## config.mk

```make
export PLATFORM = sky130hd
export DESIGN_NAME = simd_addsub
export DESIGN_NICKNAME = d
export VERILOG_FILES = /design/src/rtl/simd_addsub.sv
export SDC_FILE = /design/constraint.sdc
export NUM_CORES = 1
export LEC_CHECK = 0
export CAP_MARGIN = 20
export CORE_AREA = 5 5 122 124
export DETAILED_ROUTE_END_ITERATION = 8
export DIE_AREA = 0 0 127 129
export PLACE_DENSITY = 0.86
export SLEW_MARGIN = 20
export SYNTH_ARGS = -nofsm -noshare
export SYNTH_HDL_FRONTEND = slang
export SYNTH_SLANG_ARGS = --single-unit
```

## constraint.sdc

```tcl
create_clock -name clk -period 2.4 [get_ports clk]
set_input_delay 0.36 -clock clk [delete_from_list [all_inputs] [get_ports clk]]
set_output_delay 0.36 -clock clk [all_outputs]
set_load 0.1 [all_outputs]
```

## src/rtl/simd_addsub.sv

```systemverilog
module simd_addsub #(
  parameter int SLICE_W = 8
) (
  input  logic                   clk,
  input  logic                   rst_n,
  input  logic                   in_valid,
  input  logic [8*SLICE_W-1:0]   op_a,
  input  logic [8*SLICE_W-1:0]   op_b,
  input  logic                   op_sub,
  input  logic [1:0]             sat_mode,
  input  logic [1:0]             lane_sel,
  output logic                   out_valid,
  output logic [8*SLICE_W-1:0]   result
);
  localparam int NSLICE = 8;
  localparam int DATA_W = NSLICE * SLICE_W;

  logic [DATA_W-1:0] b_eff;
  logic [DATA_W-1:0] raw_sum;
  logic [DATA_W-1:0] lane_res;
  logic [NSLICE-1:0] c_msb;
  logic [NSLICE-1:0] c_out;

  assign b_eff = op_sub ? ~op_b : op_b;

  always_comb begin
    logic              carry;
    logic              cin;
    logic [SLICE_W-1:0] lo;
    logic [1:0]        hi;
    int                mask;
    carry   = 1'b0;
    raw_sum = '0;
    c_msb   = '0;
    c_out   = '0;
    mask    = (1 << lane_sel) - 1;
    for (int i = 0; i < NSLICE; i++) begin
      cin = ((i & mask) == 0) ? op_sub : carry;
      lo  = {1'b0, op_a[i*SLICE_W +: SLICE_W-1]} + {1'b0, b_eff[i*SLICE_W +: SLICE_W-1]}
            + SLICE_W'(cin);
      hi  = {1'b0, op_a[i*SLICE_W+SLICE_W-1]} + {1'b0, b_eff[i*SLICE_W+SLICE_W-1]}
            + {1'b0, lo[SLICE_W-1]};
      raw_sum[i*SLICE_W +: SLICE_W] = {hi[0], lo[SLICE_W-2:0]};
      c_msb[i] = lo[SLICE_W-1];
      c_out[i] = hi[1];
      carry    = hi[1];
    end
  end

  always_comb begin
    int   e;
    int   mask;
    logic top;
    logic s_ovf;
    logic u_ovf;
    logic a_neg;
    mask     = (1 << lane_sel) - 1;
    lane_res = raw_sum;
    for (int i = 0; i < NSLICE; i++) begin
      e     = i | mask;
      top   = (i == e);
      s_ovf = c_msb[e] ^ c_out[e];
      u_ovf = c_out[e] ^ op_sub;
      a_neg = op_a[e*SLICE_W+SLICE_W-1];
      if (sat_mode == 2'b01 && s_ovf) begin
        if (a_neg)
          lane_res[i*SLICE_W +: SLICE_W] = top ? {1'b1, {(SLICE_W-1){1'b0}}} : '0;
        else
          lane_res[i*SLICE_W +: SLICE_W] = top ? {1'b0, {(SLICE_W-1){1'b1}}} : '1;
      end else if (sat_mode == 2'b10 && u_ovf) begin
        lane_res[i*SLICE_W +: SLICE_W] = op_sub ? '0 : '1;
      end
    end
  end

  always_ff @(posedge clk or negedge rst_n) begin
    if (!rst_n) begin
      out_valid <= 1'b0;
      result    <= '0;
    end else begin
      out_valid <= in_valid;
      if (in_valid) result <= lane_res;
    end
  end

  a_r8_latency: assert property (@(posedge clk) disable iff (!rst_n)
    in_valid |=> out_valid);
  a_r8_idle: assert property (@(posedge clk) disable iff (!rst_n)
    !in_valid |=> !out_valid && $stable(result));
  a_r4_quad_wrap: assert property (@(posedge clk) disable iff (!rst_n)
    in_valid && lane_sel == 2'b11 && sat_mode == 2'b00
      |=> result == ($past(op_sub) ? $past(op_a) - $past(op_b) : $past(op_a) + $past(op_b)));
  a_r5_zero_operand: assert property (@(posedge clk) disable iff (!rst_n)
    in_valid && op_b == '0 |=> result == $past(op_a));
  a_r7_ceiling: assert property (@(posedge clk) disable iff (!rst_n)
    in_valid && sat_mode == 2'b10 && !op_sub && op_a == '1 |=> result == '1);
endmodule

```

### Word level (Yosys, flattened, before mapping)

Index checks and enable logic that the tools add are counted.

| storage, ports and cells | value |
|---|---|
| register bits after elaboration | 65 |
| output and inout bits | 65 |
| logic and storage cells | 237 |
| input port bits | 136 |

| operators by class | value |
|---|---|
| $lt $le $gt $ge | 16 |
| equal/unequal tests | 2 |
| multiplexer cells | 119 |
| $add $sub $neg | 49 |
| reductions and logical operators | 31 |
| bitwise gates (word level) | 17 |
| shift operators | 1 |

Operators by type and width:

| kind | count |
|---|---|
| 8-bit two-way mux | 41 |
| 32-bit by 2-bit subtractor with 32-bit output (second input constant) | 9 |
| 32-bit by 5-bit adder with 32-bit output (second input constant) | 8 |
| 32-bit zero test | 8 |
| 32-bit by 5-bit less-than comparator with 1-bit output (second input constant) | 8 |
| 32-bit by 8-bit less-than comparator with 1-bit output (second input constant) | 8 |
| 31-bit zero test | 3 |
| 30-bit zero test | 3 |
| 7-bit by 7-bit adder with 8-bit output | 8 |
| 8-bit by 1-bit adder with 8-bit output | 8 |
| 64-bit two-way mux | 1 |
| 64-bit NOT | 1 |
| 1-bit two-way mux | 61 |
| 1-bit binary-select mux with 6-bit select | 8 |
| 1-bit by 2-bit left shift with 32-bit output (first input constant) | 1 |
| 29-bit zero test | 1 |
| 1-bit by 1-bit adder with 2-bit output | 8 |
| 2-bit by 1-bit adder with 2-bit output | 8 |
| 1-bit logical AND | 16 |
| 1-bit bitwise XOR | 16 |
| 1-bit binary-select mux with 2-bit select | 6 |
| 1-bit binary-select mux with 3-bit select | 2 |
| 2-bit by 1-bit == test with 1-bit output (second input constant) | 1 |
| 2-bit == test (second input constant) | 1 |

### Depth between registers and ports, before layout

Gate-level depths: netlist of the first run.

| depth | value |
|---|---|
| word-level depth | 33 |
| gate-level depth with buffers | 66 |

### Least setup slack after synthesis of the first run

No wires, ideal clock.

| path | value |
|---|---|
| path kind | input to register |
| start | input port op_sub |
| end | register result[39] |
| setup slack | -12.587 ns |
| arrival time | 14.866 ns |
| stages on the path | 65 |
| path buffers | 6 |
| cells stage by stage | buf_4 -> clkbuf_1 -> clkbuf_1 -> clkbuf_1 -> xor2_1 -> ha_1 -> nand2_1 -> o21a_1 -> o31a_1 -> fa_1 -> a21o_1 -> fa_1 -> nand2b_1 -> a21oi_1 -> o22ai_2 -> fa_1 -> mux2i_1 -> fa_1 -> [... 29 more ...] -> nor2b_1 -> o31a_1 -> o21ai_0 -> fa_1 -> a21o_1 -> fa_1 -> nor2b_1 -> o31a_1 -> o21ai_2 -> fa_1 -> clkbuf_1 -> mux2i_1 -> a21oi_1 -> or4_1 -> nand3_1 -> buf_4 -> o21ai_0 -> o22a_1 |

| on the way | value |
|---|---|
| word-level cells in the longest chain between the ends | 32 |

RTL lines:

| item | line | text |
|---|---|---|
| from (decl) | 9 | `input logic op_sub,` |
| 64-bit two-way mux | 24 | `assign b_eff = op_sub ? ~op_b : op_b;` |
| 7-bit by 7-bit adder with 8-bit output | 39 | `lo = {1'b0, op_a[i*SLICE_W +: SLICE_W-1]} + {1'b0, b_eff[i*SLICE_W +: SLICE_W-1]}` |
| 8-bit by 1-bit adder with 8-bit output | 40 | `+ SLICE_W'(cin);` |
| 2-bit by 1-bit adder with 2-bit output | 42 | `+ {1'b0, lo[SLICE_W-1]};` |
| 1-bit two-way mux | 38 | `cin = ((i & mask) == 0) ? op_sub : carry;` |
| 8-bit by 1-bit adder with 8-bit output | 40 |  |
| 2-bit by 1-bit adder with 2-bit output | 42 |  |
| 1-bit two-way mux | 38 |  |
| [... 15 more ...] | n/a |  |
| 8-bit by 1-bit adder with 8-bit output | 40 |  |
| 2-bit by 1-bit adder with 2-bit output | 42 |  |
| 1-bit binary-select mux with 2-bit select | 62, 63 |  |
| 1-bit two-way mux (not written as such) (2 in series) | 62, 63 |  |
| 1-bit bitwise XOR | 63 | `u_ovf = c_out[e] ^ op_sub;` |
| 1-bit logical AND | 70 | `end else if (sat_mode == 2'b10 && u_ovf) begin` |
| 8-bit two-way mux | 70 |  |
| 8-bit two-way mux (*) | 65 | `if (sat_mode == 2'b01 && s_ovf) begin` |
| to (signal assigned) | 82 | `if (in_valid) result <= lane_res;` |
| to (decl) | 13 | `output logic [8*SLICE_W-1:0] result` |

Every way passes the cells marked *; elsewhere a longest branch is shown, timed or not. The select of a mux whose other input is x is not followed.
A chain may end at the register's enable or synchronous reset.

### Worst setup path in the final report of the first run

| path | value |
|---|---|
| start | input port op_sub |
| end | register result[10] |

The elaborated chain is that of the path after synthesis.

==> results of run 1 <==
==> cell usage after synthesis (15+ instances only) <==
library cell,instances
xnor2_1,43
inv_1,48
xor2_1,64
fa_1,23
nor2b_1,25
nand2b_1,19
nor2_1,56
nand2_1,52
clkbuf_1,25
dfrtp_1,65
nand3_1,16
o21a_1,15
a21oi_1,70
o2bb2ai_1,21
ha_1,50
a21o_1,20
o21ai_0,52
==> final cells by class <==
class                      count  area share
clock buffer                  11      0.0209
clock inverter                 4     0.00173
inverter                      50      0.0162
multi-input combinational    673       0.498
sequential                    65       0.140
tap                          180      0.0194
timing repair buffer         421       0.304
==> power groups by stage <==
stage / combinational [mW] / sequential (mW) / clock (mW)
detailed placement: 6.00 / 1.63 / 0
finish: 7.05 / 1.64 / 1.27
global route: 7.25 / 1.68 / 1.30
floorplan: 1.91 / 3.92 / 0
global placement: 5.88 / 1.62 / 0
CTS: 6.34 / 1.62 / 1.21
==> worst max-delay path, delay by kind of cell <==
family	cells	cell delay, ns
AO/OA/AOI/OAI	24	4.14
buffers and inverters	2	0.19
AND/OR/NAND/NOR	16	2.28
multiplexers	2	0.56
XOR/XNOR	1	0.16
adder cells (fa/ha/maj)	16	6.21
==> kinds of logic (layout without fill, tap and decap cells) <==
family | after synthesis | in the layout | synth area share
AND/OR/NAND/NOR | 206 | 207 | 0.142
buffers and inverters | 85 | 486 | 0.0485
multiplexers | 17 | 17 | 0.0275
adder cells (fa/ha/maj) | 73 | 73 | 0.155
flip-flops | 65 | 65 | 0.232
AO/OA/AOI/OAI | 269 | 269 | 0.261
XOR/XNOR | 107 | 107 | 0.134
==> routing by layer <==
metal | vias up | GRT usage
met4 | 2 | 0.221
met1 | 4305 | 0.393
met2 | 981 | 0.605
met5 | - | 0
li1 | 3714 | -
met3 | 366 | 0.0805
==> sequential cells by signal, summed over array words and instances, names as in the netlist <==
name and cells:
out_valid 1, result 64
==> path summary, 6_finish.rpt <==
path	cells past startpoint	startpoint	end	slack, ns
setup / recovery	61	op_sub	result[10]$_DFFE_PN0P_	-11.27
hold / removal	1	in_valid	out_valid$_DFF_PN0_	0.32
setup reg to reg	2	result[3]$_DFFE_PN0P_	result[3]$_DFFE_PN0P_	1.37
hold reg to reg	1	result[44]$_DFFE_PN0P_	result[44]$_DFFE_PN0P_	0.48
max in group asynchronous	3	rst_n	result[15]$_DFFE_PN0P_	1.21
min in group asynchronous	2	rst_n	out_valid$_DFF_PN0_	0.47
==> timing repair <==
item,CTS,global route
setup endpoints to repair,64,64
pin swaps,48,21
hold buffers,1,0
gates resized for setup,87,48
buffers inserted,31,17
cloned,2,0
endpoints found under the hold margin,15,0
==> summary.md, run 1 <==
| Metric | Value |
|---|---|
| Max-cap check violation count | 0 |
| Yosys warning total | 0 |
| I/O Buffers | 200 |
| Clock share of power | 0.127 |
| WL/cell | between 20 and 25 um |
| M1 WL | between 10,000 and 15,000 um |
| Core Rows | 43 |
| Met3 wire length | around 4300 um |
| Slew HR | 0.505 |
| EDFF count, synth | 0 |
| Initial drt markers | about 1.5k |
| Cell area after layout | about 12,000 um^2 |
| Slew Viols, Final | 0 |
| Gate power share | 0.708 |
| Hold/Removal Path Class | primary input to flop |
| Vias per Instance | 6.67 |
| Most common cell type on the critical path | fa_2 |
| Most frequent cells in the layout | buf_4 (276), clkdlybuf4s50_1 (122), dfrtp_1 (65) |
| Worst path required time | around 2.7 ns |
| Peak VDD IR | about 0.85 mV |
| Final Critical Period | ~14 ns |
| Multi-input logic area | approximately 5800 um^2 |
| Post-layout power | 9.96 mW |
| HPWL after DPL | around 19,000 um |
| CTS root buffer | clkbuf_16 |
| Nets@finish | 1,429 |
| Top FF cell, synth | dfrtp_1 |
| FF+latch area | about 1600 um^2 |
| Die W | 127 um |
| Pre-CTS setup slack | -11.20 ns |
| DRT Pass-1 Iters | 6 |
| ANT nets after route | 0 |
| Fin. Hold Viols | 0 |
| Initial core utilization | 0.513 |
| Gr usage total | 0.351 |
| TNS Setup | -708.04 ns |
| Critical-path top delay cell | fa_2 |
| Die footprint | about 16,000 um^2 |
| Initial antenna violation count | 0 |
| Vert. Die Dim | 129 um |
| Mapped Area | between 7000 and 8000 um^2 |
| I/O Pins | around 200 |
| Routed via count | 9,368 |
| Crit-path max cell delay | 0.48 ns |
| Hold WS | approximately 0.32 ns |
| Total CTS buffers | 9 |
| Status | finished with violations |
| Crit path kind | primary input to flop |
| Fmax | 73.2 MHz |
| H-tree Lvls | 3 |
| Crit start category | primary input |
| Psw | between 5 and 6 mW |
| First-pass GRT wire length | roughly 46,000 um |
| Sequential area share after synthesis | 0.232 |
| Pleak | 5.29 nW |
| Slew @ Worst Pin | about 0.74 ns |
| Final core occ | 0.849 |
| Main area contributors after synthesis | dfrtp_1 (23%), ha_1 (8.9%), xor2_1 (8.0%) |
| Reg clk slew, reported paths | 0.06 ns |
| Crit. End Element | flop |
| RSZ-0062 raised after global routing | yes |
| Synthesis-stage register bit count | 65 |
| Ant diodes | 0 |
| PwrDens | 858 nW/um^2 |
| Post-synth ARST share | 1.00 |
| DRT Wirelength | ~35,000 um |
| Pin count of the biggest net entering global routing | 45 |
| Number of library cell types mapped by synthesis | 70 |
| Grt total ovfl | 0 |
| Sequential power share | 0.165 |
| # DRC | 0 |
| Mapped Cells | 822 |
| Post-synth top area share | 0.232 |
| Share of cells above drive strength 1 | 0.368 |
| Yosys top cell by area | dfrtp_1 |
| Core Area | roughly 14,000 um^2 |
| Clock Path Buffers | 2 |
| CP arrival | 13.93 ns |
| Clk sinks | 65 |
| Syn avg cell area | between 8 and 9 um^2 |
| Clock Skews | 0 ns |
| Number of global-route vias before repair | 9,119 |
| Synthesis-to-layout area growth | 65.5% |
| CTS tree | done |
| Placed Area | approximately 10,000 um^2 |
| Commonest non-fill, non-tap cell in the layout | buf_4 |
| Synth Net Count | approximately 1.0k |
| DR WL met2 | between 15,000 and 20,000 um |
| Worst setup margin | -11.27 ns |
| Non-filler cells in the finished layout | between 1k and 1.5k |
| Endpoints failing setup | between 60 and 70 |
| Clock Latency Late Sink | roughly 0.36 ns |
| Fill count | 635 |
| GPL Wtd Cong | 0.933 |
| Tcrit/Tclk final | 5.70 |
| Sw Ratio | 0.545 |
| Placed Cells incl. Taps | 1,339 |
| Top sig layer | met5 |
| Failing checks | negative setup slack |
| CP max FO | 7 |
| P_int | approximately 4.5 mW |
No activity file was read; power rests on OpenSTA's default activity.
==> inputs of run 2 (changes only) <==
Settings changed: GPL_TIMING_DRIVEN from default to 0.
==> run 2 against run 1 <==
The flow still finishes with violations (negative setup slack). Clock power increased by 7%. Cell count fell by 6.6%. Clock-buffer cell count down 1. Sequential power is essentially flat.
==> summary.md, run 2 (synthesized netlist as in run 1, its figures left out) <==
| Metric | Value |
|---|---|
| GPL Wtd Cong | 0.974 (+4.4%) |
| Post-layout power | 9.80 mW (-1.6%) |
| Worst Setup SP | op_sub |
| Slew HR | 0.202 (-0.302) |
| Reg clk slew, reported paths | 0.06 ns (about the same) |
| DRT Wirelength | 29,300 um (-16%) |
| Fill count | 744 (+17%) |
| Worst path required time | 2.62 ns (-0.04 ns) |
| Placed Area | 9510 um^2 (-8.6%) |
| # DRC | 0 (unchanged) |
| Clk sinks | 65 (unchanged) |
| Core Rows | 43 (unchanged) |
| ANT nets after route | 0 (unchanged) |
| Clock Skews | 0 ns (unchanged) |
| Vert. Die Dim | 129 um (unchanged) |
| Gr usage total | 0.330 (-0.0210) |
| Most flops, register | result |
| Crit path kind | primary input to flop |
| Routed via count | 8,241 (-12%) |
| CP max FO | 7 (unchanged) |
| Slew @ Worst Pin | 1.20 ns (+0.454 ns) |
| Failing checks | negative setup slack |
| CTS tree | done |
| First-pass GRT wire length | 42,400 um (-7.7%) |
| WL/cell | 22.3 um (-10%) |
| Ant diodes | 0 (unchanged) |
| Initial antenna violation count | 0 (unchanged) |
| Tcrit/Tclk final | 5.74 (+0.0415) |
| Die footprint | 16,400 um^2 (unchanged) |
| Fmax | 72.6 MHz (-0.72%) |
| Clock Latency Late Sink | 0.35 ns (about the same) |
| Grt total ovfl | 0 (unchanged) |
| Worst hold endpoint | result[42]$_DFFE_PN0P_ |
| Hold WS | 0.488 ns (+0.166 ns) |
| Status | finished with violations |
| Vias per Instance | 6.29 (-5.8%) |
| Pin count of the biggest net entering global routing | 34 (-24%) |
| Pleak | 4.80 nW (-9.2%) |
| TNS Setup | -719.56 ns (-11.52 ns) |
| Final Critical Period | 13.77 ns (+0.0995 ns) |
| PwrDens | 863 nW/um^2 (+0.55%) |
| Cell area after layout | 11,400 um^2 (-2.2%) |
| Commonest non-fill, non-tap cell in the layout | clkdlybuf4s50_1 |
| I/O Buffers | 199 (-0.50%) |
| DRT Pass-1 Iters | 8 (+2) |
| I/O Pins | 201 (unchanged) |
| Pre-CTS setup slack | -12.66 ns (-1.46 ns) |
| Most common cell type on the critical path | fa_2 |
| Worst R2R Start | result[5]$_DFFE_PN0P_ |
| Clock Path Buffers | 2 (unchanged) |
| CP bufs+invs | 6 (+4) |
| Hold Crit Start | result[42]$_DFFE_PN0P_ |
| H-tree Lvls | 3 (unchanged) |
| Reg-to-reg setup timing slack | 1.40 ns (+0.03 ns) |
| Initial core utilization | 0.513 (unchanged) |
| Core Area | 13,700 um^2 (unchanged) |
| Largest registers | result: 64 flops, out_valid: 1 flops |
| Most frequent cells in the layout | clkdlybuf4s50_1 (198), buf_4 (76), dfrtp_1 (65) |
| Crit-path max cell delay | 0.48 ns (about the same) |
| Nets@finish | 1,335 (-6.6%) |
| Peak VDD IR | 0.698 mV (-17%) |
| Synthesis-to-layout area growth | 61.9% |
| Worst r2r path cells | 2 (unchanged) |
| Endpoints failing setup | 64 (unchanged) |
| Max-cap check violation count | 0 (unchanged) |
| Worst r2r dst | result[5]$_DFFE_PN0P_ |
| Worst setup margin | -11.37 ns (-0.0995 ns) |
| Crit path max-delay family | adder cells |
| Initial drt markers | 912 (-39%) |
| Slew Viols, Final | 0 (unchanged) |
| Hold/Removal Path Class | flop to flop |
| HPWL after DPL | 18,600 um (-1.6%) |
| Crit start category | primary input |
| Crit. End Element | flop |
| RSZ-0062 raised after global routing | yes |
| Worst Hold Path Cells | 1 (unchanged) |
| Critical-path top delay cell | fa_2 |
| Share of cells above drive strength 1 | 0.256 (-0.112) |
| Total CTS buffers | 9 (unchanged) |
| Number of global-route vias before repair | 8,248 (-9.6%) |
| Die W | 127 um (unchanged) |
| Largest register FFs | 64 (unchanged) |
| Fin. Hold Viols | 0 (unchanged) |
| CTS root buffer | clkbuf_16 |
| CP arrival | 13.99 ns (+0.06 ns) |
==> run 2: worst max path at each step <==
| stage | to | slack, ns | cells after the start |
|---|---|---|---|
| floorplan | result[0]$_DFFE_PN0P_ | -10.99 | 65 |
| global placement | result[28]$_DFFE_PN0P_ | -12.56 | 63 |
| detailed placement | result[30]$_DFFE_PN0P_ | -12.66 | 63 |
| CTS | result[1]$_DFFE_PN0P_ | -11.02 | 64 |
| global route | result[18]$_DFFE_PN0P_ | -11.78 | 65 |
| finish | result[18]$_DFFE_PN0P_ | -11.37 | 65 |
==> run 2: through the flow <==
stage / utilization / cells
final: 0.831 / 1311
after global routing: 0.831 / 1311
after CTS: 0.796 / 1291
after detailed placement: 0.696 / 1202
after global placement: 0.695 / 1201
after floorplan: - / 822
==> run 2: repair_timing <==
item / CTS / global route
endpoints found under the setup margin: 64 / 64
cloned: 1 / 0
hold buffers: 1 / 0
gates resized for setup: 103 / 73
buffers inserted: 74 / 24
hold endpoints to repair: 32 / 0
pin swaps: 63 / 41
==> run 2: layer usage <==
| layer | track usage | share of wire |
|---|---|---|
| met1 | 0.383 | 0.35 |
| met2 | 0.572 | 0.49 |
| met3 | 0.0772 | 0.10 |
| met4 | 0.167 | 0.059 |
| met5 | 0 | 0 |
==> run 2: layout make-up <==
cell class,count,area (um^2),area share
Timing Repair Buffer,295,2820,0.248
Sequential cell,65,1630,0.143
Multi-Input combinational cell,672,5970,0.526
Buffer,33,228,0.0201
Clock buffer,10,239,0.0210
Inverter,50,188,0.0165
Clock inverter,6,57.6,0.00507
Tap cell,180,225,0.0198
==> run 2: power by group <==
part           internal [mW]  switching [mW]  leakage (nW)
clock                  0.825           0.538         0.148
combinational           2.36            4.45          3.89
sequential              1.41           0.214         0.765
